==> config.mk <==
export PLATFORM = sky130hd
export DESIGN_NAME = lft_sample_timer
export DESIGN_NICKNAME = d
export VERILOG_FILES = /design/src/rtl/lft_pkg.sv /design/src/rtl/lft_sync_edge.sv /design/src/rtl/lft_period_meter.sv /design/src/rtl/lft_sample_pacer.sv /design/src/rtl/lft_sample_timer.sv
export SDC_FILE = /design/constraint.sdc
export NUM_CORES = 1
export LEC_CHECK = 0
export BUFFER_PORTS_ARGS = -buffer_cell sky130_fd_sc_hd__buf_2
export CAP_MARGIN = 20
export CELL_PAD_IN_SITES_DETAIL_PLACEMENT = 0
export CELL_PAD_IN_SITES_GLOBAL_PLACEMENT = 2
export CORE_ASPECT_RATIO = 2
export CORE_MARGIN = 1
export CORE_UTILIZATION = 30
export CTS_BUF_LIST = sky130_fd_sc_hd__clkbuf_8 sky130_fd_sc_hd__clkbuf_16
export CTS_CLUSTER_DIAMETER = 60
export DETAILED_ROUTE_END_ITERATION = 12
export PLACE_DENSITY_LB_ADDON = 0.25
export SYNTH_ARGS = -nofsm -noshare
export SYNTH_HDL_FRONTEND = slang
export SYNTH_SLANG_ARGS = --single-unit
==> constraint.sdc <==
create_clock -name clk -period 4.7 [get_ports clk]
set_input_delay 0.235 -clock clk [delete_from_list [all_inputs] [get_ports clk]]
set_output_delay 0.235 -clock clk [all_outputs]
set_load 0.005 [all_outputs]
==> src/rtl/lft_pkg.sv <==
package lft_pkg;

   // Outcome of a synchronized rising edge of the line input.
   typedef enum logic [1:0] {
      CAP_NONE = 2'd0,   // no edge this cycle
      CAP_ARM  = 2'd1,   // first edge after reset: start timing only
      CAP_GOOD = 2'd2,   // full period inside the accepted window
      CAP_BAD  = 2'd3    // full period outside the accepted window
   } cap_e;

endpackage

==> src/rtl/lft_sync_edge.sv <==
module lft_sync_edge #(
   parameter int STAGES = 2
) (
   input  logic clk,
   input  logic rst_n,
   input  logic async_in,
   output logic rise
);

   logic [STAGES-1:0] chain;
   logic              last_q;

   // Synchronizer chain: stage 0 samples the asynchronous pin.
   for (genvar g = 0; g < STAGES; g++) begin : g_stage
      if (g == 0) begin : g_head
         always_ff @(posedge clk) begin
            if (!rst_n) chain[0] <= 1'b0;
            else        chain[0] <= async_in;
         end
      end else begin : g_tail
         always_ff @(posedge clk) begin
            if (!rst_n) chain[g] <= 1'b0;
            else        chain[g] <= chain[g-1];
         end
      end
   end

   always_ff @(posedge clk) begin
      if (!rst_n) last_q <= 1'b0;
      else        last_q <= chain[STAGES-1];
   end

   assign rise = chain[STAGES-1] & ~last_q;

endmodule

==> src/rtl/lft_period_meter.sv <==
module lft_period_meter
   import lft_pkg::*;
#(
   parameter int CNT_W      = 20,
   parameter int MIN_PERIOD = 15000,
   parameter int MAX_PERIOD = 23000,
   parameter int AVG_CYCLES = 8
) (
   input  logic             clk,
   input  logic             rst_n,
   input  logic             rise,
   output cap_e             verdict,
   output logic [CNT_W:0]   tc,
   output logic [CNT_W-1:0] period_q,
   output logic             avg_ready
);

   localparam int TW = CNT_W + 1;
   localparam int GW = $clog2(AVG_CYCLES + 1);

   logic [CNT_W-1:0] ticks_q;
   logic             armed_q;
   logic [GW-1:0]    run_q;
   logic             in_window;

   // Ticks since the last edge, counting the edge cycle itself.
   assign tc        = {1'b0, ticks_q} + TW'(1);
   assign in_window = (tc >= TW'(MIN_PERIOD)) && (tc <= TW'(MAX_PERIOD));

   always_comb begin
      if (!rise)          verdict = CAP_NONE;
      else if (!armed_q)  verdict = CAP_ARM;
      else if (in_window) verdict = CAP_GOOD;
      else                verdict = CAP_BAD;
   end

   // Free-running tick counter, restarted by every edge, saturating at full scale.
   always_ff @(posedge clk) begin
      if (!rst_n)              ticks_q <= '0;
      else if (rise)           ticks_q <= '0;
      else if (ticks_q != '1)  ticks_q <= ticks_q + CNT_W'(1);
   end

   always_ff @(posedge clk) begin
      if (!rst_n) armed_q <= 1'b0;
      else if (rise) armed_q <= 1'b1;
   end

   always_ff @(posedge clk) begin
      if (!rst_n) begin
         period_q <= '0;
         run_q    <= '0;
      end else begin
         case (verdict)
            CAP_GOOD: begin
               period_q <= tc[CNT_W-1:0];
               if (run_q != GW'(AVG_CYCLES)) run_q <= run_q + GW'(1);
            end
            CAP_BAD:  run_q <= '0;
            default:  ;
         endcase
      end
   end

   assign avg_ready = (run_q == GW'(AVG_CYCLES));

endmodule

==> src/rtl/lft_sample_pacer.sv <==
module lft_sample_pacer #(
   parameter int CNT_W        = 20,
   parameter int SAMPLES_LOG2 = 5
) (
   input  logic           clk,
   input  logic           rst_n,
   input  logic           load,
   input  logic           halt,
   input  logic [CNT_W:0] tc,
   output logic           pulse
);

   localparam int TW      = CNT_W + 1;
   localparam int LW      = SAMPLES_LOG2 + 1;
   localparam int NSAMP   = 1 << SAMPLES_LOG2;
   localparam bit MULTI   = (NSAMP > 1);

   logic [TW-1:0] interval;
   logic [TW-1:0] ivl_q;
   logic [TW-1:0] tmr_q;
   logic [LW-1:0] left_q;
   logic          active_q;

   // Power-of-two sample count: the divide is a truncating shift.
   assign interval = tc >> SAMPLES_LOG2;

   always_ff @(posedge clk) begin
      if (!rst_n) begin
         pulse    <= 1'b0;
         ivl_q    <= '0;
         tmr_q    <= '0;
         left_q   <= '0;
         active_q <= 1'b0;
      end else if (load) begin
         pulse    <= 1'b1;
         ivl_q    <= interval;
         tmr_q    <= interval - TW'(1);
         left_q   <= LW'(NSAMP - 1);
         active_q <= MULTI;
      end else if (halt) begin
         pulse    <= 1'b0;
         active_q <= 1'b0;
      end else if (active_q) begin
         if (tmr_q == '0) begin
            pulse  <= 1'b1;
            tmr_q  <= ivl_q - TW'(1);
            left_q <= left_q - LW'(1);
            if (left_q == LW'(1)) active_q <= 1'b0;
         end else begin
            pulse <= 1'b0;
            tmr_q <= tmr_q - TW'(1);
         end
      end else begin
         pulse <= 1'b0;
      end
   end

endmodule

==> src/rtl/lft_sample_timer.sv <==
module lft_sample_timer
   import lft_pkg::*;
#(
   parameter int CNT_W        = 20,
   parameter int SAMPLES_LOG2 = 5,
   parameter int MIN_PERIOD   = 15000,
   parameter int MAX_PERIOD   = 23000,
   parameter int AVG_CYCLES   = 8,
   parameter int SYNC_STAGES  = 2
) (
   input  logic             clk,
   input  logic             rst_n,
   input  logic             line_sq,
   output logic             sample_start,
   output logic [CNT_W-1:0] period_cnt,
   output logic             avg_ready
);

   // Elaboration-time parameter checks.
   if (SYNC_STAGES < 2) begin : g_chk_sync
      $error("SYNC_STAGES must be at least 2");
   end
   if (MAX_PERIOD >= (2 ** CNT_W)) begin : g_chk_max
      $error("MAX_PERIOD must fit below the counter full scale");
   end
   if (MIN_PERIOD < (1 << SAMPLES_LOG2)) begin : g_chk_min
      $error("MIN_PERIOD must give an interval of at least one tick");
   end
   if (MIN_PERIOD > MAX_PERIOD) begin : g_chk_window
      $error("MIN_PERIOD exceeds MAX_PERIOD");
   end
   if (AVG_CYCLES < 1) begin : g_chk_avg
      $error("AVG_CYCLES must be positive");
   end

   logic           rise;
   cap_e           verdict;
   logic [CNT_W:0] tc;
   logic           cap_good;
   logic           cap_bad;

   lft_sync_edge #(
      .STAGES (SYNC_STAGES)
   ) u_sync (
      .clk      (clk),
      .rst_n    (rst_n),
      .async_in (line_sq),
      .rise     (rise)
   );

   lft_period_meter #(
      .CNT_W      (CNT_W),
      .MIN_PERIOD (MIN_PERIOD),
      .MAX_PERIOD (MAX_PERIOD),
      .AVG_CYCLES (AVG_CYCLES)
   ) u_meter (
      .clk       (clk),
      .rst_n     (rst_n),
      .rise      (rise),
      .verdict   (verdict),
      .tc        (tc),
      .period_q  (period_cnt),
      .avg_ready (avg_ready)
   );

   assign cap_good = (verdict == CAP_GOOD);
   assign cap_bad  = (verdict == CAP_BAD);

   lft_sample_pacer #(
      .CNT_W        (CNT_W),
      .SAMPLES_LOG2 (SAMPLES_LOG2)
   ) u_pacer (
      .clk   (clk),
      .rst_n (rst_n),
      .load  (cap_good),
      .halt  (cap_bad),
      .tc    (tc),
      .pulse (sample_start)
   );

endmodule

==> flow_metrics.env, run 1 <==
export IMPL_yosysTopAreaCell="dfxtp_1"
export IMPL_grt_util_all_layers_pct=18.3
export IMPL_synthFlopType="dfxtp_1"
export IMPL_clk_pin_slew_worst_paths_ns=0.06
export IMPL_p_leak_nw=1.88
export IMPL_num_vias=3998
export IMPL_worstPathCellList="ha_1, and3_1, nand3_1, xor2_1, ha_1, nand3b_1, o21ai_0, a221oi_1, o21ai_0, a21oi_1, or4_4, or4_1, a21oi_1"
export IMPL_status="completed"
export IMPL_yosys_register_bits=78
export IMPL_tightest_slew_ns=0.946
export IMPL_power_density_mw_per_mm2=280
export IMPL_hpwl_mm=10.1
export IMPL_synth_commonest_cells="dfxtp_1, a21oi_1, nor2_1"
export IMPL_grt_pass1_wl_mm=21.2
export IMPL_skew_ns=0.00889
export IMPL_power_total_mw=1.41
export IMPL_clock_latency_ns=0.34
export IMPL_cts_root_buf="clkbuf_16"
export IMPL_reg2reg_depth=13
export IMPL_diodes=0
export IMPL_cts_hold_buffers=0
export IMPL_timing_hold_violations_final=0
export IMPL_pwr_share_comb_pct=2.3
export IMPL_place_inst=746
export IMPL_syn_instance_count=568
export IMPL_drive_gt1_share_pct=10.2
export IMPL_syn_num_nets=581
export IMPL_io_buffer_count=24
export IMPL_rsz0062_at_grt="no"
export IMPL_maxSlewViolCount=0
export IMPL_cpMaxStageDelayCell="or4_4"
export IMPL_tritoncts="yes"
export IMPL_die_area_mm2=0.0156
export IMPL_overflow=0
export IMPL_required_ns=4.97
export IMPL_wirelength_mm=13.4
export IMPL_stdcell_count=761
export IMPL_clockBufferDepth=2
export IMPL_drc=0
export IMPL_hold_class="primary input to flop"
export IMPL_tns_ns=0
export IMPL_dieHeight_um=176
export IMPL_avgSynthCellArea_um2=7.98
export IMPL_cpPeakStageDelay_ns=0.71
export IMPL_grt_pass1_vias=3937
export IMPL_min_period_ns=4.14
export IMPL_htreeDepth=3
export IMPL_wl_per_cell_um=17.5
export IMPL_postRouteAntennaNets=0
export IMPL_p_switching_mw=0.313
export IMPL_worst_setup_path_end_kind="flop"
export IMPL_ys_types=59
export IMPL_fp_coreArea_mm2=0.0148
export IMPL_nFillCells=1650
export IMPL_cp_arrival_ns=4.41
export IMPL_final_nets=575
export IMPL_gp_congestion=0.800
export IMPL_whs_path_depth=2
export IMPL_drt_pass1_iter_count=4
export IMPL_clock_sinks=78
export IMPL_drtIter0Drc=145
export IMPL_rows=63
export IMPL_synth_edf_count=0
export IMPL_vias_per_cell=5.25
export IMPL_power_switching_share_pct=22.2
export IMPL_peakVddDrop_uv=167
export IMPL_critical_path_max_fanout=20
export IMPL_max_slew_margin_pct=36.9
export IMPL_netlist_area_leader_share_pct=34.4
export IMPL_crit_type="flop to flop"
export IMPL_synth_top_cells_by_area="dfxtp_1, xnor2_1, a21oi_1"
export IMPL_p_seq_share_pct=47.4
export IMPL_area_delta_synth_final_pct=10.9
export IMPL_cp_start_kind="flop"
export IMPL_clkPwrFrac_pct=50.2
export IMPL_synth_area_mm2=0.00453
export IMPL_die_w_um=88.9
export IMPL_async_flop_share_pct=0
export IMPL_fin_util_pct=33.9
export IMPL_grt_start_max_net_pins=36
export IMPL_yosysWarningCount=0
export IMPL_min_period_over_period_pct=88.0
export IMPL_cts_buffers=9
export IMPL_intPower_mw=1.10
export IMPL_initial_core_util_pct=30.6
export IMPL_seq_area_frac_synth_pct=34.4
export IMPL_clock_fmax_mhz=242
export IMPL_setup_violations=0
export IMPL_io_pins=25
export IMPL_maxCapViolCount=0
export IMPL_synth_most_common_cell="dfxtp_1"
export IMPL_antenna_found_initial=0
[layout make-up]
cell class,count,area [um2],share of cell area (%)
multi-input cells,419,2640,52.4
inverters,20,75.1,1.49
repair buffers,34,215,4.28
clock buffers,10,239,4.75
well taps,195,244,4.85
clock inverters,5,60.1,1.19
flip-flops and latches,78,1560,31.0
[layer usage]
metal | vias up | routed length (um) | global-route usage (%)
li1 | 2018 | - | -
met1 | 1912 | 4900 | 17.8
met2 | 46 | 7800 | 35.9
met3 | 22 | 222 | 2.58
met4 | 0 | 428 | 8.53
met5 | - | 0 | 0
[per-stage QoR]
stage | setup WS [ns] | hold slack [ns] | instance area, um2
floorplan | 1.25 | 0.362 | 4530
global placement | 0.405 | 0.428 | 4700
finish | 0.562 | 0.265 | 5030
CTS | 0.326 | 0.274 | 5030
global route | 0.218 | 0.245 | 5030
detailed placement | 0.353 | 0.433 | 4730
[timing repair]
item                       4_1_cts  5_1_grt
setup endpoints to repair        0        1
setup buffers                    0        0
resized for setup                0        1
[path summary, 6_finish.rpt]
check	start	to	slack, ns
max	u_meter.ticks_q[1]$_SDFFE_PP0P_	u_meter.run_q[2]$_SDFFE_PN0P_	0.56
min reg2reg	u_sync.chain[0]$_SDFF_PN0_	u_sync.chain[1]$_SDFF_PN0_	0.45
max reg2reg	u_meter.ticks_q[1]$_SDFFE_PP0P_	u_meter.run_q[2]$_SDFFE_PN0P_	0.56
min	line_sq	u_sync.chain[0]$_SDFF_PN0_	0.27
[kinds of logic (layout without fill, tap and decap cells)]
kind of cell | Yosys count | in the layout | synth area share, %
xor+xnor | 49 | 49 | 9.63
fa+ha+maj | 10 | 10 | 2.76
flops | 78 | 78 | 34.4
buf+inv | 71 | 69 | 7.73
compound gates | 137 | 137 | 18.9
simple gates | 219 | 219 | 25.6
mux | 4 | 4 | 0.911
[power by group through the flow]
stage | registers (mW) | logic [mW] | clock network (mW)
after floorplan | 0.683 | 0.0197 | 0
final | 0.669 | 0.0330 | 0.708
after detailed placement | 0.684 | 0.0342 | 0
after global placement | 0.683 | 0.0311 | 0
after global routing | 0.669 | 0.0363 | 0.762
after CTS | 0.669 | 0.0342 | 0.735
[flip-flops by register name, indices dropped and copies added, names as in the netlist]
| name | count |
|---|---|
| u_pacer.active_q | 1 |
| u_pacer.tmr_q | 21 |
| u_meter.period_q | 19 |
| u_pacer.pulse | 1 |
| u_sync.last_q | 1 |
| u_sync.chain | 2 |
| u_meter.run_q | 4 |
| u_meter.armed_q | 1 |
| u_pacer.ivl_q | 2 |
| u_meter.ticks_q | 20 |
| u_pacer.left_q | 6 |
[worst max-delay path: cells and delay by family, from the launching register on]
family | cells | cell delay, ns
AOI/OAI and AO/OA | 5 | 0.90
xor gates and xnor gates | 1 | 0.31
adders and majority gates | 2 | 0.66
DFF | 1 | 0.46
and+or+nand+nor | 5 | 1.72
[placed cells by master (no fill, tap or decap), types with 3 or more instances in the layout]
| cell type | netlist | layout |
|---|---|---|
| dfxtp_1 | 78 | 78 |
| a21oi_1 | 54 | 54 |
| nor2_1 | 44 | 44 |
| nand2_1 | 42 | 42 |
| xnor2_1 | 33 | 33 |
| nand3_1 | 31 | 31 |
| buf_2 | 9 | 24 |
| o21ai_0 | 21 | 21 |
| nor3_1 | 21 | 21 |
| inv_1 | 19 | 19 |
| a211oi_1 | 18 | 18 |
| xor2_1 | 15 | 15 |
| nor4_1 | 14 | 14 |
| and3_1 | 13 | 13 |
| or3_1 | 10 | 10 |
| ha_1 | 10 | 10 |
| clkbuf_16 | 0 | 9 |
| buf_4 | 19 | 9 |
| o31ai_1 | 8 | 8 |
| and2_1 | 7 | 7 |
| a31oi_1 | 7 | 7 |
| o211ai_1 | 7 | 7 |
| nand4_1 | 5 | 5 |
| nand2b_1 | 5 | 5 |
| or4_1 | 6 | 5 |
| nor2b_1 | 4 | 4 |
| nand3b_1 | 4 | 4 |
| clkinvlp_4 | 0 | 4 |
| o21a_1 | 3 | 3 |
| mux2i_1 | 3 | 3 |
| o211a_1 | 3 | 3 |
(Power assumes the default switching activity.)
==> run 2: changes to the inputs <==
--- a/config.mk
+++ b/config.mk
@@ -18,4 +18,5 @@
 export PLACE_DENSITY_LB_ADDON = 0.25
 export SYNTH_ARGS = -nofsm -noshare
 export SYNTH_HDL_FRONTEND = slang
+export SYNTH_HIERARCHICAL = 1
 export SYNTH_SLANG_ARGS = --single-unit
==> run 2 against run 1 <==
Die area up 17%; utilization up 0.41 points; fmax down 4.1%; sequential cell count up 15; sequential power up 21%; clock-buffer cell count down 1; cell count up 16%; critical path type unchanged; global-route usage up 2.7 points.
==> flow_metrics.env, run 2 <==
export IMPL_worst_setup_path_end_kind="flop"
export IMPL_peakVddDrop_uv=163
export IMPL_diodes=0
export IMPL_tritoncts="yes"
export IMPL_status="completed"
export IMPL_required_ns=4.97
export IMPL_wirelength_met1_mm=6.28
export IMPL_wl_per_cell_um=20.6
export IMPL_avgSynthCellArea_um2=8.26
export IMPL_postRouteAntennaNets=0
export IMPL_setup_violations=0
export IMPL_grt_pass1_wl_mm=28.0
export IMPL_gp_congestion=0.794
export IMPL_crit_buf_inv=0
export IMPL_skew_ns=0.0111
export IMPL_cts_root_buf="clkbuf_16"
export IMPL_htreeDepth=3
export IMPL_maxCapViolCount=0
export IMPL_overflow=0
export IMPL_place_inst=863
export IMPL_rows=68
export IMPL_io_pins=25
export IMPL_syn_instance_count=642
export IMPL_final_nets=676
export IMPL_initial_core_util_pct=30.7
export IMPL_worstPathCellList="ha_1, nand3_2, or4_4, o21ai_1, nand3_1, a311o_1, a221oi_2, a21boi_0, and2b_2, nor4bb_1, nand4_1, o211ai_1, o21ai_0, a211oi_1"
export IMPL_antenna_found_initial=0
export IMPL_die_w_um=96.0
export IMPL_critical_path_max_fanout=12
export IMPL_yosysWarningCount=6
export IMPL_die_area_mm2=0.0183
export IMPL_hpwl_mm=13.9
export IMPL_pre_cts_ws_ns=0.421
export IMPL_postPlaceCellArea_mm2=0.00566
export IMPL_post_cts_buffers=0
export IMPL_grt_pass1_vias=5054
export IMPL_wirelength_mm=18.1
export IMPL_multi_input_area_mm2=0.00314
export IMPL_cp_arrival_ns=4.58
export IMPL_drt_pass1_iter_count=4
export IMPL_drtIter0Drc=209
export IMPL_nFillCells=1853
export IMPL_min_period_over_period_pct=91.8
export IMPL_final_cell_area_mm2=0.00593
export IMPL_drive_gt1_share_pct=12.3
export IMPL_dieHeight_um=190
export IMPL_tightest_slew_ns=1.07
export IMPL_regArea_mm2=0.00186
export IMPL_dr_wl_met2_mm=10.2
export IMPL_vias_per_cell=5.63
export IMPL_fp_coreArea_mm2=0.0173
export IMPL_tns_ns=0
export IMPL_clock_sinks=93
export IMPL_grt_util_all_layers_pct=21.0
export IMPL_area_delta_synth_final_pct=11.8
export IMPL_largest_reg_flops=21
export IMPL_cts_hold_buffers=0
export IMPL_synth_area_mm2=0.00531
export IMPL_cpPeakStageDelay_ns=0.61
export IMPL_highest_layer="met4"
export IMPL_power_density_mw_per_mm2=287
export IMPL_p_leak_nw=2.28
export IMPL_clk_pin_slew_worst_paths_ns=0.07
export IMPL_hold_class="primary input to flop"
export IMPL_grt_start_max_net_pins=34
export IMPL_clock_latency_ns=0.35
export IMPL_io_buffer_count=24
export IMPL_fin_util_pct=34.4
export IMPL_cp_start_kind="flop"
export IMPL_min_period_ns=4.31
export IMPL_cts_buffers=9
export IMPL_stdcell_count=879
export IMPL_syn_num_nets=654
export IMPL_crit_family="compound AO/OA/AOI/OAI gates"
export IMPL_final_cell_mix="dfxtp_1, a21oi_1, nor2_1, nand2_1, inv_1"
export IMPL_cts_resized=0
export IMPL_whs_ns=0.0809
export IMPL_wl_met3_um=329
export IMPL_top_regs="u_pacer/tmr_q x21, u_meter/period_q x20, u_meter/ticks_q x20"
export IMPL_crit_type="flop to flop"
export IMPL_rsz0062_at_grt="no"
export IMPL_regMostFlops="u_pacer/tmr_q"
export IMPL_finalWorstSetupSlack_ns=0.387
export IMPL_cpMaxStageDelayCell="or4_4"
export IMPL_timing_hold_violations_final=0
export IMPL_num_vias=4953
export IMPL_clockBufferDepth=2
export IMPL_maxSlewViolCount=0
export IMPL_layout_commonest_cell="dfxtp_1"
export IMPL_clock_fmax_mhz=232
export IMPL_power_total_mw=1.71
export IMPL_drc=0
export IMPL_max_slew_margin_pct=28.7
[run 2: final timing paths]
| check | start | end | slack (ns) | depth (start not counted) |
|---|---|---|---|---|
| max | u_meter/ticks_q[0]$_SDFFE_PP0P_ | u_pacer/tmr_q[17]$_SDFFE_PN0P_ | 0.39 | 14 |
| min | line_sq | u_sync/chain[0]$_SDFF_PN0_ | 0.08 | 2 |
| max reg2reg | u_meter/ticks_q[0]$_SDFFE_PP0P_ | u_pacer/tmr_q[17]$_SDFFE_PN0P_ | 0.39 | 14 |
| min reg2reg | u_sync/chain[0]$_SDFF_PN0_ | u_sync/chain[1]$_SDFF_PN0_ | 0.45 | 1 |
[run 2: layer usage]
metal	GRT usage, %	vias to the layer above
met3	2.12	56
met2	40.4	113
met1	19.5	2362
met5	0	-
met4	14.7	0
li1	-	2422
[run 2: area by class of cell]
cell class | instances | share of cell area, %
inverters | 34 | 2.15
clock buffers | 9 | 3.80
clock inverters | 7 | 0.844
flip-flops and latches | 93 | 31.4
repair buffers | 44 | 4.56
multi-input cells | 482 | 52.8
well taps | 210 | 4.43
[run 2: power breakdown]
group          switching, mW  internal, mW  total, mW
Clock                  0.344         0.361      0.705
Combinational          0.140        0.0507      0.190
Sequential            0.0127         0.798      0.810
[run 2: worst register-to-register path, cell delays in order, from the launching register on]
cell,delay [ns]
dfxtp_1,0.42
ha_1,0.25
nand3_2,0.21
or4_4,0.61
o21ai_1,0.18
nand3_1,0.09
a311o_1,0.31
a221oi_2,0.30
a21boi_0,0.16
and2b_2,0.39
nor4bb_1,0.25
nand4_1,0.19
o211ai_1,0.38
o21ai_0,0.24
a211oi_1,0.26
